[src/rtl/ldu_pkg.sv]
package ldu_pkg;

   // Addressing forms after decode; plain is an offset of zero
   typedef enum logic [1:0] {
      AM_OFFS = 2'd0,
      AM_POST = 2'd1,
      AM_PRE  = 2'd2
   } amode_e;

   typedef struct packed {
      logic       ok;      // opcode belongs to this unit
      logic       ptr_y;   // 1: Y pair, 0: Z pair
      amode_e     mode;
      logic [4:0] dest;
      logic [5:0] disp;
      logic       clash;   // stepping form writes into its own pointer
   } ldu_dec_t;

   // Register file positions of the pointer pairs (decoded by neighbours)
   localparam int unsigned Y_LO_IDX = 28;
   localparam int unsigned Y_HI_IDX = 29;
   localparam int unsigned Z_LO_IDX = 30;
   localparam int unsigned Z_HI_IDX = 31;

endpackage

[src/rtl/ldu_decode.sv]
module ldu_decode
   import ldu_pkg::*;
(
   input  logic [15:0] op,
   output ldu_dec_t    dec
);

   logic is_offs;
   logic is_step;

   always_comb begin
      is_offs = (op[15:14] == 2'b10) && !op[12] && !op[9];
      is_step = (op[15:9] == 7'b1001000) &&
                ((op[2:0] == 3'b001) || (op[2:0] == 3'b010));

      dec.ok    = is_offs || is_step;
      dec.ptr_y = op[3];
      dec.dest  = op[8:4];
      dec.mode  = is_step ? (op[1] ? AM_PRE : AM_POST) : AM_OFFS;
      dec.disp  = is_offs ? {op[13], op[11:10], op[2:0]} : 6'd0;
      // Y owns 28/29 (index bit1 = 0), Z owns 30/31 (index bit1 = 1)
      dec.clash = is_step && (op[8:5] == {3'b111, ~op[3]});
   end

endmodule

[src/rtl/ldu_addr_gen.sv]
module ldu_addr_gen
   import ldu_pkg::*;
#(
   parameter bit          SMALL_DATA = 1'b0,
   parameter bit          WIDE_ADDR  = 1'b0,
   parameter int unsigned DATA_W     = 8,
   parameter int unsigned AW         = 16
)(
   input  logic [DATA_W-1:0] lo,
   input  logic [DATA_W-1:0] hi,
   input  logic [DATA_W-1:0] ext,
   input  amode_e            mode,
   input  logic [5:0]        disp,
   output logic [AW-1:0]     eff,
   output logic [DATA_W-1:0] n_lo,
   output logic [DATA_W-1:0] n_hi,
   output logic [DATA_W-1:0] n_ext
);

   generate
      if (SMALL_DATA) begin : g_small
         localparam logic [DATA_W-1:0] ONE8 = DATA_W'(1);
         logic [DATA_W-1:0] dec8;
         logic [DATA_W-1:0] inc8;
         logic [DATA_W-1:0] off8;

         assign dec8  = lo - ONE8;
         assign inc8  = lo + ONE8;
         assign off8  = lo + DATA_W'(disp);
         assign eff   = {{(AW-DATA_W){1'b0}}, (mode == AM_PRE) ? dec8 : off8};
         assign n_lo  = (mode == AM_PRE) ? dec8 : inc8;
         assign n_hi  = hi;
         assign n_ext = ext;
      end else begin : g_full
         localparam logic [AW-1:0] ONE = AW'(1);
         logic [AW-1:0] base;
         logic [AW-1:0] dec_a;
         logic [AW-1:0] inc_a;
         logic [AW-1:0] off_a;
         logic [AW-1:0] nxt;

         if (WIDE_ADDR) begin : g_wide
            assign base  = {ext, hi, lo};
            assign n_ext = nxt[AW-1 -: DATA_W];
         end else begin : g_narrow
            assign base  = {hi, lo};
            assign n_ext = ext;
         end

         assign dec_a = base - ONE;
         assign inc_a = base + ONE;
         assign off_a = base + AW'(disp);
         assign eff   = (mode == AM_PRE) ? dec_a : off_a;
         assign nxt   = (mode == AM_PRE) ? dec_a : inc_a;
         assign n_lo  = nxt[DATA_W-1:0];
         assign n_hi  = nxt[2*DATA_W-1:DATA_W];
      end
   endgenerate

endmodule

[src/rtl/ldu_regfile.sv]
module ldu_regfile
   import ldu_pkg::*;
#(
   parameter int unsigned REG_CNT = 32,
   parameter int unsigned DATA_W  = 8,
   parameter int unsigned IDX_W   = 5
)(
   input  logic              clk,
   input  logic              rst_n,
   // core write port
   input  logic              we,
   input  logic [IDX_W-1:0]  waddr,
   input  logic [DATA_W-1:0] wdata,
   input  logic              xe,
   input  logic              xsel_y,
   input  logic [DATA_W-1:0] xdata,
   // load commit
   input  logic              cd_we,
   input  logic [IDX_W-1:0]  cd_idx,
   input  logic [DATA_W-1:0] cd_data,
   input  logic              cp_we,
   input  logic              cp_y,
   input  logic [DATA_W-1:0] cp_lo,
   input  logic [DATA_W-1:0] cp_hi,
   input  logic [DATA_W-1:0] cp_ext,
   // reads
   input  logic [IDX_W-1:0]  raddr,
   output logic [DATA_W-1:0] rdata,
   output logic [DATA_W-1:0] y_lo,
   output logic [DATA_W-1:0] y_hi,
   output logic [DATA_W-1:0] z_lo,
   output logic [DATA_W-1:0] z_hi,
   output logic [DATA_W-1:0] ext_y,
   output logic [DATA_W-1:0] ext_z
);

   logic [DATA_W-1:0] regs [REG_CNT];
   logic [IDX_W-1:0]  p_lo_idx;
   logic [IDX_W-1:0]  p_hi_idx;

   assign p_lo_idx = cp_y ? IDX_W'(Y_LO_IDX) : IDX_W'(Z_LO_IDX);
   assign p_hi_idx = cp_y ? IDX_W'(Y_HI_IDX) : IDX_W'(Z_HI_IDX);

   // Priority per entry: pointer write-back, then load data, then core
   generate
      for (genvar r = 0; r < REG_CNT; r++) begin : g_ent
         always_ff @(posedge clk or negedge rst_n) begin
            if (!rst_n) begin
               regs[r] <= '0;
            end else if (cp_we && (p_lo_idx == IDX_W'(r))) begin
               regs[r] <= cp_lo;
            end else if (cp_we && (p_hi_idx == IDX_W'(r))) begin
               regs[r] <= cp_hi;
            end else if (cd_we && (cd_idx == IDX_W'(r))) begin
               regs[r] <= cd_data;
            end else if (we && (waddr == IDX_W'(r))) begin
               regs[r] <= wdata;
            end
         end
      end
   endgenerate

   always_ff @(posedge clk or negedge rst_n) begin
      if (!rst_n) begin
         ext_y <= '0;
         ext_z <= '0;
      end else begin
         if (cp_we && cp_y)        ext_y <= cp_ext;
         else if (xe && xsel_y)    ext_y <= xdata;
         if (cp_we && !cp_y)       ext_z <= cp_ext;
         else if (xe && !xsel_y)   ext_z <= xdata;
      end
   end

   assign rdata = regs[raddr];
   assign y_lo  = regs[Y_LO_IDX];
   assign y_hi  = regs[Y_HI_IDX];
   assign z_lo  = regs[Z_LO_IDX];
   assign z_hi  = regs[Z_HI_IDX];

endmodule

[src/rtl/ptr_load_unit.sv]
module ptr_load_unit
   import ldu_pkg::*;
#(
   parameter bit          SMALL_DATA = 1'b0,
   parameter bit          WIDE_ADDR  = 1'b0,
   parameter int unsigned REG_CNT    = 32,
   parameter int unsigned DATA_W     = 8,
   localparam int unsigned IDX_W     = $clog2(REG_CNT),
   localparam int unsigned PTR_W     = 2 * DATA_W,
   localparam int unsigned AW        = WIDE_ADDR ? PTR_W + DATA_W : PTR_W
)(
   input  logic              clk,
   input  logic              rst_n,
   input  logic              instr_valid,
   input  logic [15:0]       instr_op,
   input  logic              instr_sram,
   output logic              instr_ready,
   input  logic              rf_we,
   input  logic [IDX_W-1:0]  rf_waddr,
   input  logic [DATA_W-1:0] rf_wdata,
   input  logic [IDX_W-1:0]  rf_raddr,
   output logic [DATA_W-1:0] rf_rdata,
   input  logic              ext_we,
   input  logic              ext_sel_y,
   input  logic [DATA_W-1:0] ext_wdata,
   output logic [DATA_W-1:0] ext_y,
   output logic [DATA_W-1:0] ext_z,
   output logic              mem_valid,
   output logic [AW-1:0]     mem_addr,
   input  logic              mem_ready,
   input  logic [DATA_W-1:0] mem_rdata,
   output logic              done,
   output logic              illegal
);

   // Elaboration-time parameter checks
   if (SMALL_DATA && WIDE_ADDR) begin : g_bad_mix
      $error("SMALL_DATA and WIDE_ADDR exclude each other");
   end
   if (REG_CNT != 32) begin : g_bad_regs
      $error("REG_CNT must be 32: pointer pairs sit at 28..31");
   end
   if (DATA_W != 8) begin : g_bad_width
      $error("DATA_W must be 8");
   end

   typedef enum logic [1:0] {
      S_IDLE = 2'd0,
      S_ADDR = 2'd1,
      S_XTRA = 2'd2,
      S_MEM  = 2'd3
   } state_e;

   state_e            state_q;
   ldu_dec_t          dec;
   logic              accept;
   logic              need_addr;
   logic              commit;

   logic [DATA_W-1:0] y_lo, y_hi, z_lo, z_hi;
   logic [DATA_W-1:0] sel_lo, sel_hi, sel_ext;
   logic [AW-1:0]     eff;
   logic [DATA_W-1:0] n_lo, n_hi, n_ext;

   logic [AW-1:0]     addr_q;
   logic [DATA_W-1:0] nlo_q, nhi_q, next_q;
   logic [IDX_W-1:0]  dest_q;
   logic              ptr_y_q;
   logic              step_q;
   logic              clash_q;
   logic              sram_q;
   logic              done_q;
   logic              ill_q;

   ldu_decode u_dec (
      .op  (instr_op),
      .dec (dec)
   );

   assign sel_lo  = dec.ptr_y ? y_lo  : z_lo;
   assign sel_hi  = dec.ptr_y ? y_hi  : z_hi;
   assign sel_ext = dec.ptr_y ? ext_y : ext_z;

   ldu_addr_gen #(
      .SMALL_DATA (SMALL_DATA),
      .WIDE_ADDR  (WIDE_ADDR),
      .DATA_W     (DATA_W),
      .AW         (AW)
   ) u_agen (
      .lo    (sel_lo),
      .hi    (sel_hi),
      .ext   (sel_ext),
      .mode  (dec.mode),
      .disp  (dec.disp),
      .eff   (eff),
      .n_lo  (n_lo),
      .n_hi  (n_hi),
      .n_ext (n_ext)
   );

   assign instr_ready = (state_q == S_IDLE);
   assign accept      = instr_valid && instr_ready;
   assign need_addr   = (dec.mode == AM_PRE) ||
                        ((dec.mode == AM_OFFS) && (dec.disp != 6'd0));
   assign commit      = (state_q == S_MEM) && mem_ready;

   always_ff @(posedge clk or negedge rst_n) begin
      if (!rst_n) begin
         state_q <= S_IDLE;
         addr_q  <= '0;
         nlo_q   <= '0;
         nhi_q   <= '0;
         next_q  <= '0;
         dest_q  <= '0;
         ptr_y_q <= 1'b0;
         step_q  <= 1'b0;
         clash_q <= 1'b0;
         sram_q  <= 1'b0;
         done_q  <= 1'b0;
         ill_q   <= 1'b0;
      end else begin
         done_q <= 1'b0;
         ill_q  <= 1'b0;
         unique case (state_q)
            S_IDLE: begin
               if (accept) begin
                  if (!dec.ok) begin
                     done_q <= 1'b1;
                     ill_q  <= 1'b1;
                  end else begin
                     addr_q  <= eff;
                     nlo_q   <= n_lo;
                     nhi_q   <= n_hi;
                     next_q  <= n_ext;
                     dest_q  <= dec.dest;
                     ptr_y_q <= dec.ptr_y;
                     step_q  <= (dec.mode != AM_OFFS);
                     clash_q <= dec.clash;
                     sram_q  <= instr_sram;
                     if (need_addr)       state_q <= S_ADDR;
                     else if (instr_sram) state_q <= S_XTRA;
                     else                 state_q <= S_MEM;
                  end
               end
            end
            S_ADDR:  state_q <= sram_q ? S_XTRA : S_MEM;
            S_XTRA:  state_q <= S_MEM;
            S_MEM: begin
               if (mem_ready) begin
                  state_q <= S_IDLE;
                  done_q  <= 1'b1;
                  ill_q   <= clash_q;
               end
            end
            default: state_q <= S_IDLE;
         endcase
      end
   end

   ldu_regfile #(
      .REG_CNT (REG_CNT),
      .DATA_W  (DATA_W),
      .IDX_W   (IDX_W)
   ) u_rf (
      .clk     (clk),
      .rst_n   (rst_n),
      .we      (rf_we),
      .waddr   (rf_waddr),
      .wdata   (rf_wdata),
      .xe      (ext_we),
      .xsel_y  (ext_sel_y),
      .xdata   (ext_wdata),
      .cd_we   (commit && !clash_q),
      .cd_idx  (dest_q),
      .cd_data (mem_rdata),
      .cp_we   (commit && step_q),
      .cp_y    (ptr_y_q),
      .cp_lo   (nlo_q),
      .cp_hi   (nhi_q),
      .cp_ext  (next_q),
      .raddr   (rf_raddr),
      .rdata   (rf_rdata),
      .y_lo    (y_lo),
      .y_hi    (y_hi),
      .z_lo    (z_lo),
      .z_hi    (z_hi),
      .ext_y   (ext_y),
      .ext_z   (ext_z)
   );

   assign mem_valid = (state_q == S_MEM);
   assign mem_addr  = addr_q;
   assign done      = done_q;
   assign illegal   = ill_q;

endmodule

[config.mk]
export PLATFORM = sky130hd
export DESIGN_NAME = ptr_load_unit
export DESIGN_NICKNAME = d
export VERILOG_FILES = /design/src/rtl/ldu_pkg.sv /design/src/rtl/ldu_decode.sv /design/src/rtl/ldu_addr_gen.sv /design/src/rtl/ldu_regfile.sv /design/src/rtl/ptr_load_unit.sv
export SDC_FILE = /design/constraint.sdc
export NUM_CORES = 1
export LEC_CHECK = 0
export ABC_AREA = 1
export CAP_MARGIN = 15
export CELL_PAD_IN_SITES_DETAIL_PLACEMENT = 1
export CELL_PAD_IN_SITES_GLOBAL_PLACEMENT = 1
export CORE_MARGIN = 3
export CORE_UTILIZATION = 40
export DETAILED_ROUTE_END_ITERATION = 10
export DONT_BUFFER_PORTS = 1
export PLACE_DENSITY = 0.78
export SETUP_SLACK_MARGIN = 0.4
export SYNTH_ARGS = -nofsm -noshare
export SYNTH_HDL_FRONTEND = slang
export SYNTH_SLANG_ARGS = --single-unit
[constraint.sdc]
create_clock -name clk -period 2.8 [get_ports clk]
set_input_delay 0.28 -clock clk [delete_from_list [all_inputs] [get_ports clk]]
set_output_delay 0.28 -clock clk [all_outputs]
set_load 0.005 [all_outputs]
### Word-level counts from Yosys, hierarchy flattened

Cells that the tools add are included.

| operators by class | value |
|---|---|
| add/subtract/negate cells | 3 |
| multiplexer cells | 158 |
| shift-type cells | 0 |
| $mul | 0 |
| reductions and logical operators | 193 |
| bitwise logic cells | 2 |
| equality and inequality tests | 136 |
| order comparisons | 1 |
| div/mod/pow operators | 0 |

Operators with widths:

| kind | number |
|---|---|
| $mux 8 | 137 |
| $eq 5x5->1 const B | 64 |
| $eq 5x4->1 const B | 32 |
| $logic_and 1x1->1 | 141 |
| $reduce_bool 4->1 | 32 |
| $eq 5x3->1 const B | 16 |
| $bmux 8 s5 | 1 |
| $eq 5x2->1 const B | 8 |
| $mux 16 | 2 |
| $eq 5x1->1 const B | 4 |
| $logic_not 5->1 | 4 |
| $add 16x1->16 const B | 1 |
| $add 16x6->16 | 1 |
| $mux 2 | 8 |
| $sub 16x1->16 const B | 1 |
| $eq 2x2->1 const B | 4 |
| $pmux 2 s4 | 1 |
| $eq 7x7->1 const B | 1 |
| $ge 6x6->1 const B | 1 |
| $mux 1 | 6 |
| $mux 6 | 1 |
| $ne 2x1->1 const B | 3 |
| $not 5->6 | 1 |
| $reduce_and 3->1 | 2 |
| 11 further kinds | 21 |

| word-level totals | value |
|---|---|
| latch bits | 0 |
| memories kept | 0 |
| bits in read-only memories | 0 |
| input port bits | 58 |
| register bits after elaboration | 325 |
| bits in writable memories | 0 |
| output and inout bits | 44 |

### Logic depth before layout (Yosys ltp)

| depth | value |
|---|---|
| depth after elaboration | 11 |
| gate-level depth with buffers | 20 |
| gate-level depth less buffers | 20 |

### Hierarchy

Synthesis repeated with hierarchy kept, for this count alone.

| second synthesis, totals | value |
|---|---|
| cells, all modules | 2740 |
| area, all modules | 19645.1 µm² |

Modules (own cells, without submodules):

| module | sequential area each (µm²) | times used | cells each | area each (µm²) |
|---|---|---|---|---|
| ldu_regfile | 6806.5 | 1 | 2066 | 15457.3 |
| ptr_load_unit | 1326.3 | 1 | 327 | 2463.6 |
| ldu_addr_gen | 0.0 | 1 | 307 | 1522.7 |
| ldu_decode | 0.0 | 1 | 40 | 201.4 |

### Worst setup path after synthesis

No wires, ideal clock.

| timing | value |
|---|---|
| path type | input port to flip-flop |
| start | input port instr_op[15] |
| end | register addr_q[12] (netlist: mem_addr[12]) |
| path slack | 0.516 ns |
| stages | 18 |
| buffers on the path | 0 |
| arrival time | 2.167 ns |
| cells stage by stage | inv_1 > nor2_2 > nand2_1 > nor2_1 > inv_1 > fa_1 > inv_1 > nand3_1 > nand2_1 > inv_1 > nor2_1 > nor2_1 > nor2_1 > nand3_1 > nand3_1 > nand2_1 > nand2_1 > nand2_1 |

| between the ends | value |
|---|---|
| longest elaborated chain between the ends | 6 |

RTL lines:

| element | line | RTL |
|---|---|---|
| from (decl) | ptr_load_unit.sv:15 | `input logic [15:0] instr_op,` |
| $eq 2x2->1 | ldu_decode.sv:12 | `is_offs = (op[15:14] == 2'b10) && !op[12] && !op[9];` |
| $logic_and 1x1->1 (2 in a row) | ldu_decode.sv:12 |  |
| $mux 6 | ldu_decode.sv:20 | `dec.disp = is_offs ? {op[13], op[11:10], op[2:0]} : 6'd0;` |
| $add 16x6->16 | ldu_addr_gen.sv:52 | `assign off_a = base + AW'(disp);` |
| $mux 16 | ldu_addr_gen.sv:53 | `assign eff = (mode == AM_PRE) ? dec_a : off_a;` |
| to (signal assigned) | ptr_load_unit.sv:110 | `addr_q <= '0;` |
| to (signal assigned) | ptr_load_unit.sv:131 | `addr_q <= eff;` |
| to (decl) | ptr_load_unit.sv:65 | `logic [AW-1:0] addr_q;` |

Several ways; a longest one is shown, not always the timed one.
A chain may end at the register's enable or synchronous reset.

### Worst setup path in the final report

| timing | value |
|---|---|
| start | register u_rf.regs, in the netlist u_rf.y_lo[4] |
| end | output port rf_rdata[4] |

| between the ends | value |
|---|---|
| longest elaborated chain between the ends | 3 |

RTL lines:

| element | line | RTL |
|---|---|---|
| from (decl) | ldu_regfile.sv:37 | `logic [DATA_W-1:0] regs [REG_CNT];` |
| from (signal, indexed assignment) | ldu_regfile.sv:51 | `regs[r] <= cp_lo;` |
| from (signal, indexed assignment) | ldu_regfile.sv:53 | `regs[r] <= cp_hi;` |
| from (signal, indexed assignment) | ldu_regfile.sv:55 | `regs[r] <= cd_data;` |
| $bmux 8 s5 | ldu_regfile.sv:75 | `assign rdata = regs[raddr];` |
| $mux 8 (not written as such) (2 in a row) | ldu_regfile.sv:75 |  |
| to (decl) | ptr_load_unit.sv:22 | `output logic [DATA_W-1:0] rf_rdata,` |

Every way passes these cells. The select of a mux whose other input is x is not followed.

==> summary.txt <==
Status
  • Status: finished with violations
  • Failing checks: hold timing

Final layout
  • Share of cells above drive strength 1: 0.114
  • Layout area overhead: 14.6%
  • Finished Cell Area: between 0.02 and 0.025 mm^2
  • Nets: 2,605

Clocking
  • H-tree depth: 2
  • Reg clk slew, reported paths: approximately 0.060 ns
  • CTS Hold Bufs: 37
  • CTS tree: yes
  • Clk sinks: 325
  • Num CTS Buffers: 40
  • Root buffer cell: clkbuf_16
  • CTS Buffer Depth: 3
  • Clk_lat worst skew: 0.58 ns

Global routing
  • Gr usage total: 0.305
  • Vias in the first global route: 20,700
  • Initial antenna violation count: 4
  • Global-route wire length before repair: about 120 mm
  • GR Overflow Total: 0
  • Largest net degree at the start of global routing: 326

Detailed routing
  • Vias: about 20,000
  • Post-DR vias/cell: 6.33
  • DRC: 0
  • WL/cell: around 25 um
  • DRT Pass-1 Iters: 6
  • Routed wire length: 79.5 mm
  • First DRT Iteration DRCs: around 1,900
  • Post-DRT Antenna Nets: 0

Synth
  • Proportion of netlist area held by the largest area contributor: 0.416
  • Post-Syn Area: just under 0.02 mm^2
  • Total number of yosys warnings: 0
  • Synth area leader: dfrtp_1
  • Register area share after synthesis: 0.416
  • Synthesized area per cell: 7.72 um^2
  • Synth area leaders: dfrtp_1 (42%), nand3_1 (8.5%), o221ai_1 (8.3%)
  • Top FF cell, synth: dfrtp_1
  • EDFF count, synth: 0
  • Synthesized net count: approximately 2,600
  • Netlist cell types: 48
  • Cell count after synthesis: roughly 2,500
  • FF+latch count, synth: between 300 and 400
  • FFs w/ async S/R, synth: 1.00

Floorplan
  • Core area: 0.0479 mm^2
  • IO Count: slightly above 100
  • Initial Utilization: 0.407
  • Placement Rows: 80
  • Die ar.: approximately 0.05 mm^2
  • DIE HEIGHT: between 200 and 250 um
  • Die width: 227 um

Placed design
  • Final HPWL DP: approximately 51 mm
  • Port bufs: 0
  • DP Area: 0.0203 mm^2
  • RePlAce Congestion: about 0.95

Power and ir drop
  • P per Cell Area: approximately 820 mW/mm^2
  • Maximum VDD drop: 0.481 mV
  • Switching part of the total power: 0.369
  • Switching power: roughly 6.8 mW
  • Internal power: approximately 12 mW
  • Clock power share: 0.292
  • P_leak: a little under 10 nW
  • Comb pwr share: 0.311
  • Flop pwr share: 0.398

Timing
  • Worst-Margin Slew: 1.04 ns
  • Fmax: ~400 MHz
  • Final Skew: slightly below 0.03 ns
  • Total Neg Setup Slack: 0 ns
  • Worst hold slack: -0.560 ns
  • Rel. slew slack: 0.304
  • Tmin final: about 2.5 ns
  • Slew Viols, Final: 0
  • RSZ-0062 raised after global routing: true
  • Final period utilization: 0.886
  • Final setup fails: 0
  • Final hold violations: 325

Worst setup path
  • Worst-path maximum fanout: 3
  • Arr. time, crit path: between 2 and 2.5 ns
  • WS Path Type: flip-flop to primary output
  • Startpoint types: flip-flop
  • Critical Path RT: roughly 2.5 ns
  • Setup crit end kind: primary output

Min path
  • Worst hold path type: input pin to asynchronous set/reset pin

Run
  • Max Cap Violations: 0
## synth_stat cells, types with 12 or more instances
master    instances
buf_2            18
o22ai_1          26
clkbuf_1        136
xor2_1           14
nand2_2          19
inv_1           343
nand3_1         330
ha_1             12
o221ai_1        186
nand2_1         285
o211ai_1        100
o21ai_1          31
a211oi_1         15
dfrtp_1         325
o21ai_0         224
a21oi_1         143
nor2_1          191
## repair_timing
item / CTS / global route
gates resized for setup: 18 / 52
setup buffers: 2 / 10
endpoints found under the setup margin: 84 / 187
pin swaps: 1 / 14
hold endpoints to repair: 602 / 325
## state kept, by name, indices dropped and copies added, names as in the netlist, 2 cells and up
register and flops:
next_q 8, u_rf.y_hi 8, u_rf.z_lo 8, mem_addr 16, state_q 2, nlo_q 8
u_rf.regs 224, u_rf.y_lo 8, nhi_q 8, u_rf.z_hi 8, u_rf.ext_z 8, dest_q 5
u_rf.ext_y 8
## worst paths after layout
| path | from | endpoint | slack [ns] | cells after the start |
|---|---|---|---|---|
| min reg2reg | u_rf.regs[85]$_DFFE_PN0P_ | u_rf.regs[85]$_DFFE_PN0P_ | 0.50 | 2 |
| max reg2reg | u_rf.z_lo[0]$_DFFE_PN0P_ | mem_addr[14]$_DFFE_PN0P_ | 0.44 | 17 |
| min | rst_n | u_rf.regs[74]$_DFFE_PN0P_ | -0.56 | 0 |
| max in group asynchronous | rst_n | u_rf.regs[144]$_DFFE_PN0P_ | 2.53 | 0 |
| min in group clk | rf_wdata[6] | u_rf.z_lo[6]$_DFFE_PN0P_ | 0.03 | 4 |
| max | u_rf.y_lo[4]$_DFFE_PN0P_ | rf_rdata[4] | 0.32 | 7 |
## power by group through the flow
stage | Combinational, mW | Clock, mW | Sequential [mW]
after floorplan | 3.88 | 0 | 6.99
after global placement | 5.01 | 0 | 7.24
after detailed placement | 5.25 | 0 | 7.33
after CTS | 5.49 | 5.41 | 7.27
after global routing | 6.30 | 5.60 | 7.47
final | 5.71 | 5.36 | 7.31
## layout make-up
class                      instances  area, um^2
fill                            5800       25600
multi-input combinational       1678        9540
sequential                       325        8130
inverter                         359        1360
timing repair buffer             130        1250
clock buffer                      61        1180
tap                              615         769
clock inverter                    12         143
antenna                            3        7.51
## layer usage
metal / share of wire / global-route usage
met5: 0.00014 / 0
met4: 0.036 / 0.117
met3: 0.091 / 0.0794
met2: 0.47 / 0.492
met1: 0.41 / 0.393
## kinds of logic after synthesis
kind of cell	Yosys count	synth area share
AO/OA/AOI/OAI	770	0.258
XOR/XNOR	15	0.00673
adder cells (fa/ha/maj)	13	0.00871
buffers and inverters	527	0.106
flip-flops	325	0.416
AND/OR/NAND/NOR	880	0.204
## critical path, cell delays in order (launching register included)
cell and delay (ns):
dfrtp_1 0.37, inv_1 0.09, o21ai_0 0.20, a21oi_1 0.14
nor3_4 0.29, nor2_1 0.12, a22oi_2 0.25, buf_4 0.16
## cells in the final DEF (no fill, tap or decap), types with 12 or more instances in the layout
master,count
inv_2,13
buf_12,16
o21ai_0,216
dfrtp_1,325
a21oi_1,137
dlygate4sd3_1,29
nand3_1,328
nor2_1,184
o21ai_2,29
buf_4,85
nor2_4,13
clkbuf_1,12
nand2_1,279
clkbuf_16,41
o22ai_1,26
o221ai_1,186
inv_1,337
o21ai_1,18
nand2_2,25
o211ai_1,100
a211oi_1,15
xor2_1,14
## through the flow
step / utilization / setup WS (ns) / total power [mW] / cells / hold slack [ns]
finish: 0.467 / 0.319 / 18.4 / 3183 / -0.560
global route: 0.467 / 0.252 / 19.4 / 3181 / -0.596
CTS: 0.462 / 0.205 / 18.2 / 3170 / -0.572
detailed placement: 0.423 / 0.155 / 12.6 / 3058 / 0.0225
global placement: 0.423 / 0.264 / 12.3 / 3058 / 0.0226
floorplan: - / 0.516 / 10.9 / 2530 / -0.0156
Note: power is estimated with default switching activity, not from simulation.
